`config.mk`:
```
export PLATFORM = sky130hd
export DESIGN_NAME = sns_tod_clock
export DESIGN_NICKNAME = d
export VERILOG_FILES = /design/src/rtl/sns_tod_pkg.sv /design/src/rtl/sns_tod_frac_step.sv /design/src/rtl/sns_tod_residue.sv /design/src/rtl/sns_tod_ns_sec.sv /design/src/rtl/sns_tod_pps.sv /design/src/rtl/sns_tod_regif.sv /design/src/rtl/sns_tod_clock.sv
export SDC_FILE = /design/constraint.sdc
export NUM_CORES = 1
export LEC_CHECK = 0
export ABC_AREA = 1
export BUFFER_PORTS_ARGS = -buffer_cell sky130_fd_sc_hd__buf_2
export CAP_MARGIN = 20
export CORE_MARGIN = 4
export CORE_UTILIZATION = 27
export CTS_CLUSTER_DIAMETER = 40
export DETAILED_ROUTE_END_ITERATION = 8
export GPL_TIMING_DRIVEN = 0
export SLEW_MARGIN = 20
export SYNTH_ARGS = -nofsm -noshare
export SYNTH_HDL_FRONTEND = slang
export SYNTH_SLANG_ARGS = --single-unit
```
`constraint.sdc`:
```
create_clock -name clk -period 7.2 [get_ports clk]
set_input_delay 2.16 -clock clk [delete_from_list [all_inputs] [get_ports clk]]
set_output_delay 2.16 -clock clk [all_outputs]
set_load 0.05 [all_outputs]
```
`src/rtl/sns_tod_pkg.sv`:
```
package sns_tod_pkg;
   localparam int unsigned REG_ADDR_W = 3;

   typedef enum logic [REG_ADDR_W-1:0] {
      REG_NS     = 3'd0,
      REG_RES    = 3'd1,
      REG_SEC_LO = 3'd2,
      REG_SEC_HI = 3'd3,
      REG_ADJ    = 3'd4
   } tod_reg_e;
endpackage

```
`src/rtl/sns_tod_frac_step.sv`:
```
// Converts the sign-magnitude correction word into the per-cycle residue increment.
module sns_tod_frac_step #(
   parameter int unsigned FRAC_W = 32
) (
   input  logic [FRAC_W-1:0] adj_word,
   output logic [FRAC_W-1:0] frac_inc
);
   localparam int unsigned MAG_W = FRAC_W - 1;
   localparam logic [FRAC_W-1:0] NOM_FRAC = {1'b1, {MAG_W{1'b0}}};

   logic [FRAC_W-1:0] mag_ext;
   logic              neg;

   assign mag_ext = {1'b0, adj_word[MAG_W-1:0]};
   assign neg     = adj_word[FRAC_W-1];

   // Nominal half-nanosecond plus or minus the magnitude; never wraps.
   always_comb begin
      if (neg) frac_inc = NOM_FRAC - mag_ext;
      else     frac_inc = NOM_FRAC + mag_ext;
   end
endmodule

```
`src/rtl/sns_tod_residue.sv`:
```
// Sub-nanosecond accumulator; its carry adds one nanosecond.
module sns_tod_residue #(
   parameter int unsigned FRAC_W = 32
) (
   input  logic              clk,
   input  logic              rst_n,
   input  logic              clear,
   input  logic [FRAC_W-1:0] frac_inc,
   output logic [FRAC_W-1:0] res_q,
   output logic              carry
);
   logic [FRAC_W:0] sum;

   assign sum   = {1'b0, res_q} + {1'b0, frac_inc};
   assign carry = sum[FRAC_W];

   always_ff @(posedge clk or negedge rst_n) begin
      if (!rst_n)     res_q <= '0;
      else if (clear) res_q <= '0;
      else            res_q <= sum[FRAC_W-1:0];
   end
endmodule

```
`src/rtl/sns_tod_ns_sec.sv`:
```
// Nanoseconds and seconds registers with end-of-second wrap and load.
module sns_tod_ns_sec #(
   parameter int unsigned NS_W       = 30,
   parameter int unsigned SEC_W      = 48,
   parameter int unsigned NOM_NS     = 12,
   parameter int unsigned NS_PER_SEC = 1000000000
) (
   input  logic             clk,
   input  logic             rst_n,
   input  logic             load,
   input  logic [NS_W-1:0]  load_ns,
   input  logic [SEC_W-1:0] load_sec,
   input  logic             carry_in,
   output logic [NS_W-1:0]  ns_q,
   output logic [NS_W-1:0]  ns_d,
   output logic [SEC_W-1:0] sec_q
);
   localparam logic [NS_W:0] LIMIT = (NS_W+1)'(NS_PER_SEC);
   localparam logic [NS_W:0] BASE  = (NS_W+1)'(NOM_NS);

   logic [NS_W:0]    adv;
   logic [NS_W:0]    adv_wrapped;
   logic             wrap;
   logic [SEC_W-1:0] sec_d;

   assign adv         = {1'b0, ns_q} + BASE + {{NS_W{1'b0}}, carry_in};
   assign wrap        = (adv >= LIMIT);
   assign adv_wrapped = adv - LIMIT;

   always_comb begin
      if (load) begin
         ns_d  = load_ns;
         sec_d = load_sec;
      end else if (wrap) begin
         ns_d  = adv_wrapped[NS_W-1:0];
         sec_d = sec_q + SEC_W'(1);
      end else begin
         ns_d  = adv[NS_W-1:0];
         sec_d = sec_q;
      end
   end

   always_ff @(posedge clk or negedge rst_n) begin
      if (!rst_n) begin
         ns_q  <= '0;
         sec_q <= '0;
      end else begin
         ns_q  <= ns_d;
         sec_q <= sec_d;
      end
   end
endmodule

```
`src/rtl/sns_tod_pps.sv`:
```
// Half-second level generator, registered from next-state or decoded from state.
module sns_tod_pps #(
   parameter int unsigned NS_W     = 30,
   parameter int unsigned HALF_SEC = 500000000,
   parameter bit          PPS_REG  = 1'b1
) (
   input  logic            clk,
   input  logic            rst_n,
   input  logic [NS_W-1:0] ns_cur,
   input  logic [NS_W-1:0] ns_nxt,
   output logic            pps
);
   localparam logic [NS_W-1:0] HALF_V = NS_W'(HALF_SEC);

   generate
      if (PPS_REG) begin : g_reg
         logic pps_r;
         always_ff @(posedge clk or negedge rst_n) begin
            if (!rst_n) pps_r <= 1'b1;
            else        pps_r <= (ns_nxt < HALF_V);
         end
         assign pps = pps_r;
         logic unused_cur;
         assign unused_cur = ^ns_cur;
      end else begin : g_comb
         assign pps = (ns_cur < HALF_V);
         logic unused_nxt;
         assign unused_nxt = ^{clk, rst_n, ns_nxt};
      end
   endgenerate
endmodule

```
`src/rtl/sns_tod_regif.sv`:
```
// Register decode: correction word, staged seconds, commit strobe, read mux.
module sns_tod_regif
   import sns_tod_pkg::*;
#(
   parameter int unsigned DATA_W = 32,
   parameter int unsigned NS_W   = 30,
   parameter int unsigned SEC_W  = 48,
   parameter int unsigned FRAC_W = 32
) (
   input  logic                  clk,
   input  logic                  rst_n,
   input  logic                  wr_en,
   input  logic [REG_ADDR_W-1:0] wr_addr,
   input  logic [DATA_W-1:0]     wr_data,
   input  logic [REG_ADDR_W-1:0] rd_addr,
   input  logic [NS_W-1:0]       ns_q,
   input  logic [FRAC_W-1:0]     res_q,
   input  logic [SEC_W-1:0]      sec_q,
   output logic [FRAC_W-1:0]     adj_q,
   output logic [SEC_W-1:0]      stage_sec,
   output logic                  commit,
   output logic [NS_W-1:0]       commit_ns,
   output logic [DATA_W-1:0]     rd_data
);
   localparam int unsigned HI_W = SEC_W - DATA_W;

   logic [DATA_W-1:0] stage_lo;
   logic [HI_W-1:0]   stage_hi;
   logic              wr_adj, wr_lo, wr_hi;

   assign commit    = wr_en && (wr_addr == REG_NS);
   assign wr_adj    = wr_en && (wr_addr == REG_ADJ);
   assign wr_lo     = wr_en && (wr_addr == REG_SEC_LO);
   assign wr_hi     = wr_en && (wr_addr == REG_SEC_HI);
   assign commit_ns = wr_data[NS_W-1:0];
   assign stage_sec = {stage_hi, stage_lo};

   always_ff @(posedge clk or negedge rst_n) begin
      if (!rst_n) begin
         adj_q    <= '0;
         stage_lo <= '0;
         stage_hi <= '0;
      end else begin
         if (wr_adj) adj_q    <= wr_data[FRAC_W-1:0];
         if (wr_lo)  stage_lo <= wr_data;
         if (wr_hi)  stage_hi <= wr_data[HI_W-1:0];
      end
   end

   always_comb begin
      case (rd_addr)
         REG_NS:     rd_data = DATA_W'(ns_q);
         REG_RES:    rd_data = DATA_W'(res_q);
         REG_SEC_LO: rd_data = sec_q[DATA_W-1:0];
         REG_SEC_HI: rd_data = DATA_W'(sec_q[SEC_W-1:DATA_W]);
         REG_ADJ:    rd_data = DATA_W'(adj_q);
         default:    rd_data = '0;
      endcase
   end

   logic unused_wd;
   assign unused_wd = ^wr_data;
endmodule

```
`src/rtl/sns_tod_clock.sv`:
```
// Top: fixed 12.5 ns step with sign-magnitude fractional correction.
module sns_tod_clock
   import sns_tod_pkg::*;
#(
   parameter int unsigned DATA_W     = 32,
   parameter int unsigned FRAC_W     = 32,
   parameter int unsigned NS_W       = 30,
   parameter int unsigned SEC_W      = 48,
   parameter int unsigned NOM_NS     = 12,
   parameter int unsigned NS_PER_SEC = 1000000000,
   parameter int unsigned HALF_SEC   = 500000000,
   parameter bit          PPS_REG    = 1'b1
) (
   input  logic                  clk,
   input  logic                  rst_n,
   input  logic                  wr_en,
   input  logic [REG_ADDR_W-1:0] wr_addr,
   input  logic [DATA_W-1:0]     wr_data,
   input  logic [REG_ADDR_W-1:0] rd_addr,
   output logic [DATA_W-1:0]     rd_data,
   output logic                  pps
);
   localparam longint unsigned NS_SPAN = longint'(1) << NS_W;

   generate
      if (FRAC_W != DATA_W) begin : g_bad_frac
         $error("FRAC_W must equal DATA_W");
      end
      if (NS_W > DATA_W) begin : g_bad_nsw
         $error("NS_W must fit in one data word");
      end
      if (SEC_W <= DATA_W || SEC_W > 2*DATA_W) begin : g_bad_secw
         $error("SEC_W must span more than one and at most two data words");
      end
      if (longint'(NS_PER_SEC) + longint'(NOM_NS) + 1 >= NS_SPAN) begin : g_bad_lim
         $error("NS_W too narrow for NS_PER_SEC");
      end
      if (HALF_SEC == 0 || HALF_SEC >= NS_PER_SEC) begin : g_bad_half
         $error("HALF_SEC must lie inside one second");
      end
      if (NOM_NS + 1 >= NS_PER_SEC) begin : g_bad_step
         $error("step must be shorter than one second");
      end
   endgenerate

   logic [FRAC_W-1:0] adj_q;
   logic [FRAC_W-1:0] frac_inc;
   logic [FRAC_W-1:0] res_q;
   logic              res_carry;
   logic [NS_W-1:0]   ns_q;
   logic [NS_W-1:0]   ns_d;
   logic [SEC_W-1:0]  sec_q;
   logic [SEC_W-1:0]  stage_sec;
   logic [NS_W-1:0]   commit_ns;
   logic              commit;

   sns_tod_regif #(
      .DATA_W (DATA_W), .NS_W (NS_W), .SEC_W (SEC_W), .FRAC_W (FRAC_W)
   ) u_regif (
      .clk       (clk),
      .rst_n     (rst_n),
      .wr_en     (wr_en),
      .wr_addr   (wr_addr),
      .wr_data   (wr_data),
      .rd_addr   (rd_addr),
      .ns_q      (ns_q),
      .res_q     (res_q),
      .sec_q     (sec_q),
      .adj_q     (adj_q),
      .stage_sec (stage_sec),
      .commit    (commit),
      .commit_ns (commit_ns),
      .rd_data   (rd_data)
   );

   sns_tod_frac_step #(.FRAC_W (FRAC_W)) u_step (
      .adj_word (adj_q),
      .frac_inc (frac_inc)
   );

   sns_tod_residue #(.FRAC_W (FRAC_W)) u_res (
      .clk      (clk),
      .rst_n    (rst_n),
      .clear    (commit),
      .frac_inc (frac_inc),
      .res_q    (res_q),
      .carry    (res_carry)
   );

   sns_tod_ns_sec #(
      .NS_W (NS_W), .SEC_W (SEC_W), .NOM_NS (NOM_NS), .NS_PER_SEC (NS_PER_SEC)
   ) u_time (
      .clk      (clk),
      .rst_n    (rst_n),
      .load     (commit),
      .load_ns  (commit_ns),
      .load_sec (stage_sec),
      .carry_in (res_carry),
      .ns_q     (ns_q),
      .ns_d     (ns_d),
      .sec_q    (sec_q)
   );

   sns_tod_pps #(
      .NS_W (NS_W), .HALF_SEC (HALF_SEC), .PPS_REG (PPS_REG)
   ) u_pps (
      .clk    (clk),
      .rst_n  (rst_n),
      .ns_cur (ns_q),
      .ns_nxt (ns_d),
      .pps    (pps)
   );
endmodule

```
==> key figures, run 1 <==
Floorplanning
  • Site Rows: 81
  • Die Wd: around 230 microns
  • Placeable Area: about 0.05 sq mm
  • Io pins: 74
  • Die Y: between 200 and 250 microns
  • Die area: about 0.053 sq mm
  • Initial Util: 27.37%

Clock network
  • CTS Buffer Depth: 2
  • H-tree levels: 4
  • Clk sinks: 191
  • # hold bufs at CTS: 0
  • CTS clk-pin slew, worst paths: 0.07 ns
  • Clk root buf: clkbuf_16
  • Clock Latency Late Sink: around 0.45 ns
  • Total CTS buffers: 17
  • CTS tree: done

Power
  • Psw: roughly 3.1 mW
  • Seq pwr share: 30.5%
  • Leak: between 7 and 8 nW
  • Pwr per Cell Area: 399.0 mW/mm^2
  • Peak VDD IR: 0.0002010 V
  • Switching Fraction: between 50% and 60%
  • Combinational power share: between 50 and 60%
  • Internal power: around 3.1 mW
  • Clock power frac: 15.7%

Synth
  • Yosys cell types: 53
  • Post-Syn Area: about 0.013 sq mm
  • Synth warn: 0
  • Seq/Total Area, Yosys: roughly 36%
  • Top_reg_cell synth: dfrtp_1
  • Fraction of registers with async set/reset: 100.0%
  • Post-Synthesis Cells: between 1500 and 2000
  • Post-synth EDFFs: 0
  • Synthesized flop and latch total: between 150 and 200
  • Synth Net Count: between 2000 and 2500
  • Mean post-synth cell area: 6.845 sq um

Worst setup path
  • Max incr delay on CP: around 0.7 ns
  • Cell repeated most along the worst path: buf_2
  • R2R depth: 40
  • CP Class: in2out
  • CP endpoint: rd_data[14]
  • Worst path depth: 7
  • RR Startpoint: u_regif.adj_q[0]
  • Crit path cell chain: buf_2 -> inv_1 -> nor3_1 -> clkinv_1 -> clkbuf_1 -> o2111ai_1 -> buf_2
  • Endpoint class of the critical path: output port
  • CP delay by family, top: buffers and inverters
  • Reg2Reg Setup Slack: between 0.4 and 0.5 ns
  • Worst Path Max Fanout: 10
  • Critical path's slowest cell: nor3_1
  • WP buf/inv: 5
  • RR Endpoint: u_pps.pps
  • Startpoint types: input port
  • Worst setup path startpoint: rd_addr[2]
  • Critical path data required time: around 5.0 ns
  • Worst Path Arrival: 4.87 ns

STA
  • Hold Fails Final Rpt: 0
  • Worst Tran Pin Value: between 0.9 and 1 ns
  • Fmax: roughly 0.14 GHz
  • Worst Skew: ~0.011 ns
  • Worst hold slack: slightly below 0.5 ns
  • RSZ-0062 raised after global routing: no
  • Max_slew headroom: between 30% and 40%
  • Period utilization: a little over nine tenths
  • Final Max Tran Viols: 0
  • Setup ws final: approximately 0.17 ns
  • Final setup violation count: 0
  • Min cycle time layout: approximately 7 ns

Global routing
  • Vias in the first global route: around 13000
  • GRT overflow: 0
  • First-pass GRT wire length: 79270 microns
  • Gr usage total: about a fifth
  • Largest net degree at the start of global routing: 97
  • Initial antenna violation count: 0

Final layout
  • Final #Nets: between 2000 and 2500
  • Fillers: around 5300
  • Most frequent cells in the layout: nand2_1, inv_1, dfrtp_1, nor2_1, o21ai_0
  • Commonest non-fill, non-tap cell in the layout: nand2_1
  • Area grow syn2layout: 16.84%
  • Layout cell share with drive strength beyond 1: ~11%
  • N_diodes: 0

Placed design
  • HPWL Detailed: between 40000 and 50000 microns
  • Setup WS pre-CTS: -0.9353 ns
  • Port buffer count: 73
  • GP Congestion: about 0.96

Detailed routing
  • DR DRC count: 0
  • DR vias/cell: just over 5
  • WL per Instance: ~19 microns
  • Starting DRT DRC Count: approximately 1300
  • Vias: between 10000 and 15000
  • Antenna Nets Post-Route: 0
  • Routed WL: between 50000 and 60000 microns
  • Drt first pass iters: 6

Min path
  • HP Class: reg2reg

Job
  • Max_cap viols: 0

Status
  • Status: finished, final reports clean
## worst min-delay path, cell delays in order, from the launching register on
cell     delay, ns
dfrtp_1       0.35
nand2_1       0.06
nand2_1       0.05
## logic make-up (layout without fill, tap and decap cells)
group	count (synthesis)	count (layout)	share of synthesized area, %
AOI/OAI and AO/OA	328	328	13.95
buffers and inverters	292	408	8.630
and+or+nand+nor	1017	1017	32.15
DFF	191	191	35.69
xor gates and xnor gates	90	90	5.884
adders and majority gates	39	39	3.699
## metrics by stage
stage | TNS, ns | cell area (sq um) | instances | power, mW | utilization [%]
2_1_floorplan | 0 | 13400 | 1957 | 4.051 | -
3_3_place_gp | -35.47 | 14590 | 2694 | 4.938 | 29.81
3_5_place_dp | -41.25 | 14660 | 2696 | 4.990 | 29.94
4_1_cts | 0 | 15340 | 2730 | 6.006 | 31.33
5_1_grt | 0 | 15650 | 2737 | 6.719 | 31.98
6_report | 0 | 15650 | 2737 | 6.246 | 31.98
## state kept, by name, summed over array words and instances, names as in the netlist
name,count
u_regif.adj_q,32
u_time.ns_q,30
u_time.sec_q,48
u_regif.stage_lo,32
u_pps.pps,1
u_res.res_q,32
u_regif.stage_hi,16
## routing by layer
layer	wire (microns)	vias to the layer above	global-route usage, %
li1	-	6567	-
met5	0	-	0
met4	1916	0	6.822
met1	23280	6565	26.59
met3	3377	102	2.308
met2	24210	522	31.88
## cell type report
cell class,count,area (sq um),area share [%]
multi-input cells,1474,7770,49.64
flip-flops and latches,191,4782,30.55
inverters,230,865.8,5.532
well taps,664,830.8,5.308
repair buffers,85,505.5,3.229
clock buffers,21,460.4,2.942
plain buffers,61,305.3,1.950
clock inverters,11,132.6,0.8473
## worst min path at each step
stage	startpoint	to	slack, ns	cells after the start
2_1_floorplan	u_regif.stage_lo[24]	u_time.sec_q[24]	0.45	2
3_3_place_gp	u_regif.stage_lo[0]	u_time.sec_q[0]	0.47	2
3_5_place_dp	u_regif.stage_lo[7]	u_regif.stage_lo[7]	0.47	2
4_1_cts	u_regif.stage_lo[0]	u_time.sec_q[0]	0.49	2
5_1_grt	u_regif.stage_hi[10]	u_regif.stage_hi[10]	0.51	2
6_report	u_regif.stage_lo[0]	u_time.sec_q[0]	0.49	2
## synth_stat cells, drive strengths merged, types with 10 or more instances
master  instances  area, sq um
nor3           41        210.2
a21oi          91        459.2
buf            18        127.6
nor2          199        804.5
a31oi          10        62.56
xnor2          14        122.6
clkbuf         44        165.2
nand2         617         2349
ha             38        475.5
nor4           11        98.84
xor2           76        665.6
nand3          94        488.0
dfrtp         190         4755
a22oi          15        112.6
nand4          41        256.5
inv           229        859.6
o21ai         153        765.7
## power by group through the flow
stage	clock, mW	sequential [mW]	combinational [mW]
2_1_floorplan	0	1.72	2.33
3_3_place_gp	0	1.88	3.06
3_5_place_dp	0	1.88	3.11
4_1_cts	0.986	1.87	3.15
5_1_grt	1.03	1.94	3.75
6_report	0.983	1.91	3.36
## timing repair
item | in CTS | in global routing
setup endpoints to repair | 69 | 70
resized for setup | 21 | 71
pin swaps | 2 | 14
setup buffers | 2 | 8
Note: power is estimated with default switching activity, not from simulation.
==> inputs of run 2 (changes only) <==
- ABC_AREA: 1 -> unset
==> run 2 against run 1 <==
Critical endpoint is now u_pps.pps. Via count down 18%. Largest cell class unchanged. The flow now finishes with violations (setup timing). First-iteration DRC count fell by 6.7%. Cell count decreased by 23%.
==> key figures, run 2 <==
Worst setup path
  • WP buf/inv: 2
  • CP Class: reg2reg
  • RR Endpoint: u_pps.pps
  • Startpoint types: flip-flop
  • Critical path data required time: 7.57 ns
  • CP delay by family, top: compound AO/OA/AOI/OAI gates
  • Endpoint class of the critical path: flip-flop
  • Critical path's slowest cell: dfrtp_2
  • Worst Path Max Fanout: 5
  • R2R depth: 35
  • Worst Path Arrival: 8.16 ns
  • Reg2Reg Setup Slack: -0.59 ns
  • RR Startpoint: u_regif.adj_q[3]
  • Max incr delay on CP: between 0.4 and 0.5 ns

Final layout
  • Commonest non-fill, non-tap cell in the layout: dfrtp_1
  • Max reg flops: 48
  • Final #Nets: between 1500 and 2000
  • Fillers: 4522
  • Biggest register: u_time.sec_q
  • Finished Layout Cells: between 2000 and 2500
  • Final core utilization: a little over a third
  • Most frequent cells in the layout: dfrtp_1, nand2_1, nor2_1, mux2_2, buf_2
  • Layout cell share with drive strength beyond 1: 27.99%
  • Final Cell Area: approximately 0.015 sq mm
  • Area grow syn2layout: 25.97%

Detailed routing
  • Routed WL: approximately 44000 microns
  • Vias: 11273
  • Drt first pass iters: 6
  • Antenna Nets Post-Route: 0
  • Starting DRT DRC Count: 1186
  • DR DRC count: 0
  • DR vias/cell: 5.348
  • WL per Instance: a little over 20 microns

Synth
  • Fraction of registers with async set/reset: 100.0%
  • Post-Syn Area: 0.01230 sq mm
  • Synth top area cells: dfrtp_1, mux2_2, xnor2_1
  • Yosys top cell by area: dfrtp_1
  • Mean post-synth cell area: 9.163 sq um
  • Top_reg_cell synth: dfrtp_1
  • Synthesized flop and latch total: approximately 190
  • Synth warn: 0
  • Seq/Total Area, Yosys: about 39%
  • Post-Synthesis Cells: between 1000 and 1500
  • Yosys cell types: 77
  • Post-synth EDFFs: 0
  • Top cell type's share of synthesized area: between 30% and 40%
  • Synth cell count leaders: dfrtp_1, nand2_1, nor2_1
  • Synth Net Count: 1422
  • Most common cell in the netlist: dfrtp_1

Power
  • Switching Fraction: 44.16%
  • Seq pwr share: a little under a third
  • Peak VDD IR: approximately 0.00017 V
  • Clock power frac: 15.9%
  • Pwr per Cell Area: roughly 400 mW/mm^2
  • Total power: about 6.2 mW
  • Combinational power share: between 50% and 60%
  • Internal power: roughly 3.5 mW
  • Psw: 2.731 mW
  • Leak: approximately 6.3 nW

Clock network
  • Total CTS buffers: 17
  • Clk root buf: clkbuf_16
  • # hold bufs at CTS: 0
  • Clk sinks: around 190
  • CTS Buffer Depth: 2
  • H-tree levels: 4
  • CTS tree: done
  • CTS clk-pin slew, worst paths: roughly 0.07 ns
  • Clock Latency Late Sink: approximately 0.46 ns

STA
  • Worst hold slack: 0.4855 ns
  • Max_slew headroom: just under 30%
  • Hold Fails Final Rpt: 0
  • Period utilization: 108.2%
  • Min cycle time layout: 7.788 ns
  • Final setup violation count: 53
  • Fmax: ~0.13 GHz
  • Worst Tran Pin Value: roughly 1.1 ns
  • Final Max Tran Viols: 0
  • Setup ws final: -0.5879 ns
  • Setup tns final: -13.70 ns
  • Worst Skew: 0.01155 ns
  • RSZ-0062 raised after global routing: yes

Floorplanning
  • Io pins: 74
  • Die Y: ~220 microns
  • Site Rows: 77
  • Die Wd: roughly 220 microns
  • Initial Util: 27.57%
  • Placeable Area: between 0.04 and 0.05 sq mm
  • Die area: about 0.049 sq mm

Job
  • Max_cap viols: 0

Min path
  • WHS Endpoint: u_time.sec_q[38]
  • HP Class: reg2reg
  • Hold Path Origin: u_regif.stage_hi[6]
  • Cell depth of the worst min-delay path: 2

Global routing
  • Vias in the first global route: about 11000
  • Gr usage total: between 10% and 20%
  • First-pass GRT wire length: approximately 66000 microns
  • GRT overflow: 0
  • Initial antenna violation count: 0
  • Largest net degree at the start of global routing: 84

Placed design
  • Placed Area: between 0.01 and 0.015 sq mm
  • HPWL Detailed: approximately 32000 microns
  • GP Congestion: roughly 0.9
  • Port buffer count: approximately 70
  • Cells after DPL: ~2000
  • Setup WS pre-CTS: -1.687 ns

Status
  • Status: finished, violations left
  • Violated checks: setup timing
-- run 2: cell count changes after synthesis, sizes merged, moves of 57 or more --
cell	change
nand2	-453
inv	-211
mux2	+95
nor2	-88
xnor2	+68
nand3	-57
-- run 2: power by group through the flow --
stage	combinational, mW	sequential, mW	clock (mW)
CTS	3.09	1.84	0.994
finish	3.33	1.87	0.985
floorplan	2.23	1.70	0
global route	3.65	1.90	1.04
detailed placement	2.81	1.84	0
global placement	2.75	1.83	0
-- run 2: cell type report --
cell class	count	area [sq um]	area share, %
Antenna cell	1	2.502	0.01616
Buffer	70	302.8	1.955
Clock buffer	21	450.4	2.908
Clock inverter	11	132.6	0.8562
Inverter	18	67.56	0.4362
Multi-Input combinational cell	1060	7930	51.20
Sequential cell	191	4786	30.90
Tap cell	592	740.7	4.782
Timing Repair Buffer	144	1077	6.955
-- run 2: logic make-up (layout without fill, tap and decap cells) --
family	after synthesis	count (layout)	synth area share, %
simple gates	450	450	17.48
buf+inv	91	264	2.961
other cells	0	1	0
fa+ha+maj	39	39	4.029
flops	191	191	38.88
compound gates	312	312	16.05
mux	111	111	10.00
xor+xnor	148	148	10.60
-- run 2: worst reg2reg max path, delay by kind of cell, from the launching register on --
family          cells  cell delay (ns)
flops               1             0.43
buf+inv             2             0.28
fa+ha+maj           3             0.75
simple gates       11             1.78
compound gates     16             3.95
xor+xnor            3             0.51
-- run 2: repair_timing --
item / CTS / global route
buffers inserted: 45 / 27
endpoints found under the setup margin: 70 / 70
resized for setup: 147 / 90
pin swaps: 51 / 60
gates cloned: 0 / 0
-- run 2: per-layer routing --
metal  vias to the layer above  wire [microns]  share of wire, %  global-route usage [%]
met5                         -               0                 0                       0
met4                         0            1249               2.9                   4.862
met3                        79            3765               8.6                   4.161
met2                       467           18890                43                   25.54
met1                      5621           19780                45                   24.94
li1                       5106               -                 -                       -
-- run 2: worst max path at each step --
stage                           start        end  slack, ns  cells past startpoint
floorplan           u_regif.adj_q[13]  u_pps.pps     0.0008                     30
finish               u_regif.adj_q[3]  u_pps.pps      -0.59                     35
CTS                  u_regif.adj_q[3]  u_pps.pps      -0.43                     32
detailed placement  u_regif.adj_q[31]  u_pps.pps      -1.69                     34
global route         u_regif.adj_q[3]  u_pps.pps      -0.84                     36
global placement    u_regif.adj_q[31]  u_pps.pps      -1.51                     34
==> inputs of run 3 (changes only) <==
- SYNTH_HIERARCHICAL: unset -> 1
==> run 3 against run 2 <==
The run now ends clean. Power up 7.3%. Sequential cell count unchanged. Synthesized area up 12%. Sequential power about the same. Critical path depth down 4. Setup slack better by 0.78 ns. Maximum frequency up 11%. Global-route usage up 0.80 points. Critical path type unchanged. Critical endpoint is now u_pps/pps. Highest routed layer is now met5.
==> key figures, run 3 <==
Status
  • Status: finished, final reports clean

STA
  • Max_slew headroom: between 40% and 50%
  • Final setup violation count: 0
  • Setup tns final: 0 ns
  • Fmax: approximately 0.14 GHz
  • Worst hold slack: about 0.51 ns
  • Setup ws final: 0.1927 ns
  • Worst Skew: around 0.011 ns
  • Period utilization: about 100%
  • Min cycle time layout: 7.007 ns
  • Worst Tran Pin Value: 0.8541 ns
  • Hold Fails Final Rpt: 0
  • Final Max Tran Viols: 0

Clock network
  • Clock Latency Late Sink: approximately 0.46 ns
  • H-tree levels: 4
  • Clk root buf: clkbuf_16
  • CTS Buffer Depth: 2
  • Total CTS buffers: 17
  • # hold bufs at CTS: 0
  • Clk sinks: about 190
  • CTS clk-pin slew, worst paths: around 0.080 ns
  • CTS tree: done

Final layout
  • Layout cell share with drive strength beyond 1: roughly 29%
  • Final core utilization: around 33%
  • Most frequent cells in the layout: dfrtp_1, nand2_1, o21ai_0, nor2_1, buf_2
  • Area grow syn2layout: 20.41%
  • Max reg flops: 48
  • Biggest register: u_time/sec_q
  • Fillers: slightly above 5000
  • Multi-input logic area: roughly 0.0087 sq mm
  • Final Cell Area: about 0.017 sq mm
  • Finished Layout Cells: 2298
  • Reg area: between 0.004 and 0.005 sq mm
  • Commonest non-fill, non-tap cell in the layout: dfrtp_1
  • N_diodes: 0
  • Final #Nets: approximately 1700

Synth
  • Mean post-synth cell area: ~9.4 sq um
  • Post-Syn Area: around 0.014 sq mm
  • Top cell type's share of synthesized area: about a third
  • Yosys top cell by area: dfrtp_1
  • Synth top area cells: dfrtp_1, mux2_2, xnor2_1
  • Seq/Total Area, Yosys: between 30% and 40%
  • Synth Net Count: between 1500 and 2000
  • Synth warn: 6
  • Synth cell count leaders: dfrtp_1, o21ai_0, nand2_1
  • Yosys cell types: ~110
  • Top_reg_cell synth: dfrtp_1
  • Synthesized flop and latch total: between 150 and 200
  • Fraction of registers with async set/reset: 100.0%
  • Post-synth EDFFs: 0
  • Post-Synthesis Cells: around 1500
  • Most common cell in the netlist: dfrtp_1

Global routing
  • First-pass GRT wire length: ~76000 microns
  • Vias in the first global route: 12416
  • Initial antenna violation count: 1
  • GRT overflow: 0
  • Gr usage total: ~18%
  • Largest net degree at the start of global routing: 80

Power
  • Total power: approximately 6.6 mW
  • Peak VDD IR: about 0.00016 V
  • Pwr per Cell Area: between 300 and 400 mW/mm^2
  • Leak: around 6.4 nW

Floorplanning
  • Initial Util: 27.42%
  • Die area: 0.05483 sq mm
  • Die Wd: ~230 microns
  • Die Y: about 230 microns
  • Site Rows: 82
  • Io pins: 74
  • Placeable Area: 0.05038 sq mm

Worst setup path
  • Critical path data required time: 7.57 ns
  • WP buf/inv: 5
  • CP Class: reg2reg
  • R2R depth: 31
  • Worst Path Arrival: about 7.4 ns
  • CP delay by family, top: compound AO/OA/AOI/OAI gates
  • Endpoint class of the critical path: flip-flop
  • Startpoint types: flip-flop
  • Worst path depth: 31
  • Max incr delay on CP: ~0.46 ns
  • Worst Path Max Fanout: 10
  • Critical path's slowest cell: dfrtp_2

Detailed routing
  • DR vias/cell: about 5.5
  • Vias: approximately 13000
  • Starting DRT DRC Count: about 1400
  • WL per Instance: between 20 and 25 microns
  • DR DRC count: 0
  • Drt first pass iters: 7
  • Antenna Nets Post-Route: 0
  • Routed WL: around 50000 microns

Placed design
  • Cells after DPL: 2218
  • Placed Area: 0.01510 sq mm
  • GP Congestion: between 0.9 and 1
  • Setup WS pre-CTS: -2.108 ns
  • Port buffer count: 73
  • HPWL Detailed: roughly 38000 microns

Min path
  • HP Class: reg2reg
  • Cell depth of the worst min-delay path: 2

Job
  • Max_cap viols: 0
## run 3: what timing repair did
action | in CTS | in global routing
pin swaps | 19 | 38
resized for setup | 68 | 63
gates cloned | 0 | 0
setup endpoints to repair | 70 | 1
buffers inserted | 26 | 25
## run 3: path summary, 6_finish.rpt
kind	endpoint	slack, ns	start
max in group asynchronous	u_pps/pps	4.75	rst_n
hold / removal	u_time/sec_q[7]	0.51	u_regif/stage_lo[7]
hold reg to reg	u_time/sec_q[7]	0.51	u_regif/stage_lo[7]
setup / recovery	u_pps/pps	0.19	u_regif/adj_q[4]
min in group asynchronous	u_res/res_q[6]	1.63	rst_n
setup reg to reg	u_pps/pps	0.19	u_regif/adj_q[4]
## run 3: layout make-up
cell class              count  area share [%]
clock buffers              18           2.641
clock inverters            14          0.7449
multi-input cells        1135           52.51
inverters                  26          0.5869
plain buffers             115           4.492
flip-flops and latches    191           28.81
repair buffers            127           5.161
well taps                 672           5.056
## run 3: worst reg2reg max path: cells and delay by family (launching register included)
| kind | cells | cell delay (ns) |
|---|---|---|
| AND/OR/NAND/NOR | 9 | 2.05 |
| AO/OA/AOI/OAI | 13 | 2.75 |
| flip-flops | 1 | 0.46 |
| buffers and inverters | 5 | 0.89 |
| XOR/XNOR | 1 | 0.11 |
| adder cells (fa/ha/maj) | 3 | 0.68 |
## run 3: kinds of logic after synthesis
group	Yosys count	synth area share [%]
fa+ha+maj	38	3.497
buf+inv	144	5.889
compound gates	411	21.28
flops	191	34.62
simple gates	482	18.90
mux	112	9.929
xor+xnor	92	5.889
## run 3: where the power goes
group	switching (mW)	internal (mW)	leakage [nW]	total (mW)
Clock	0.481	0.466	0.279	0.947
Sequential	0.458	1.44	2.26	1.89
Combinational	2.17	1.63	3.91	3.79
Total	3.10	3.53	6.45	6.63
## run 3: layer usage
layer	track usage, %	routed length (microns)
met1	22.45	20630
met2	30.15	23970
met3	2.843	2742
met4	9.079	2614
met5	0	7
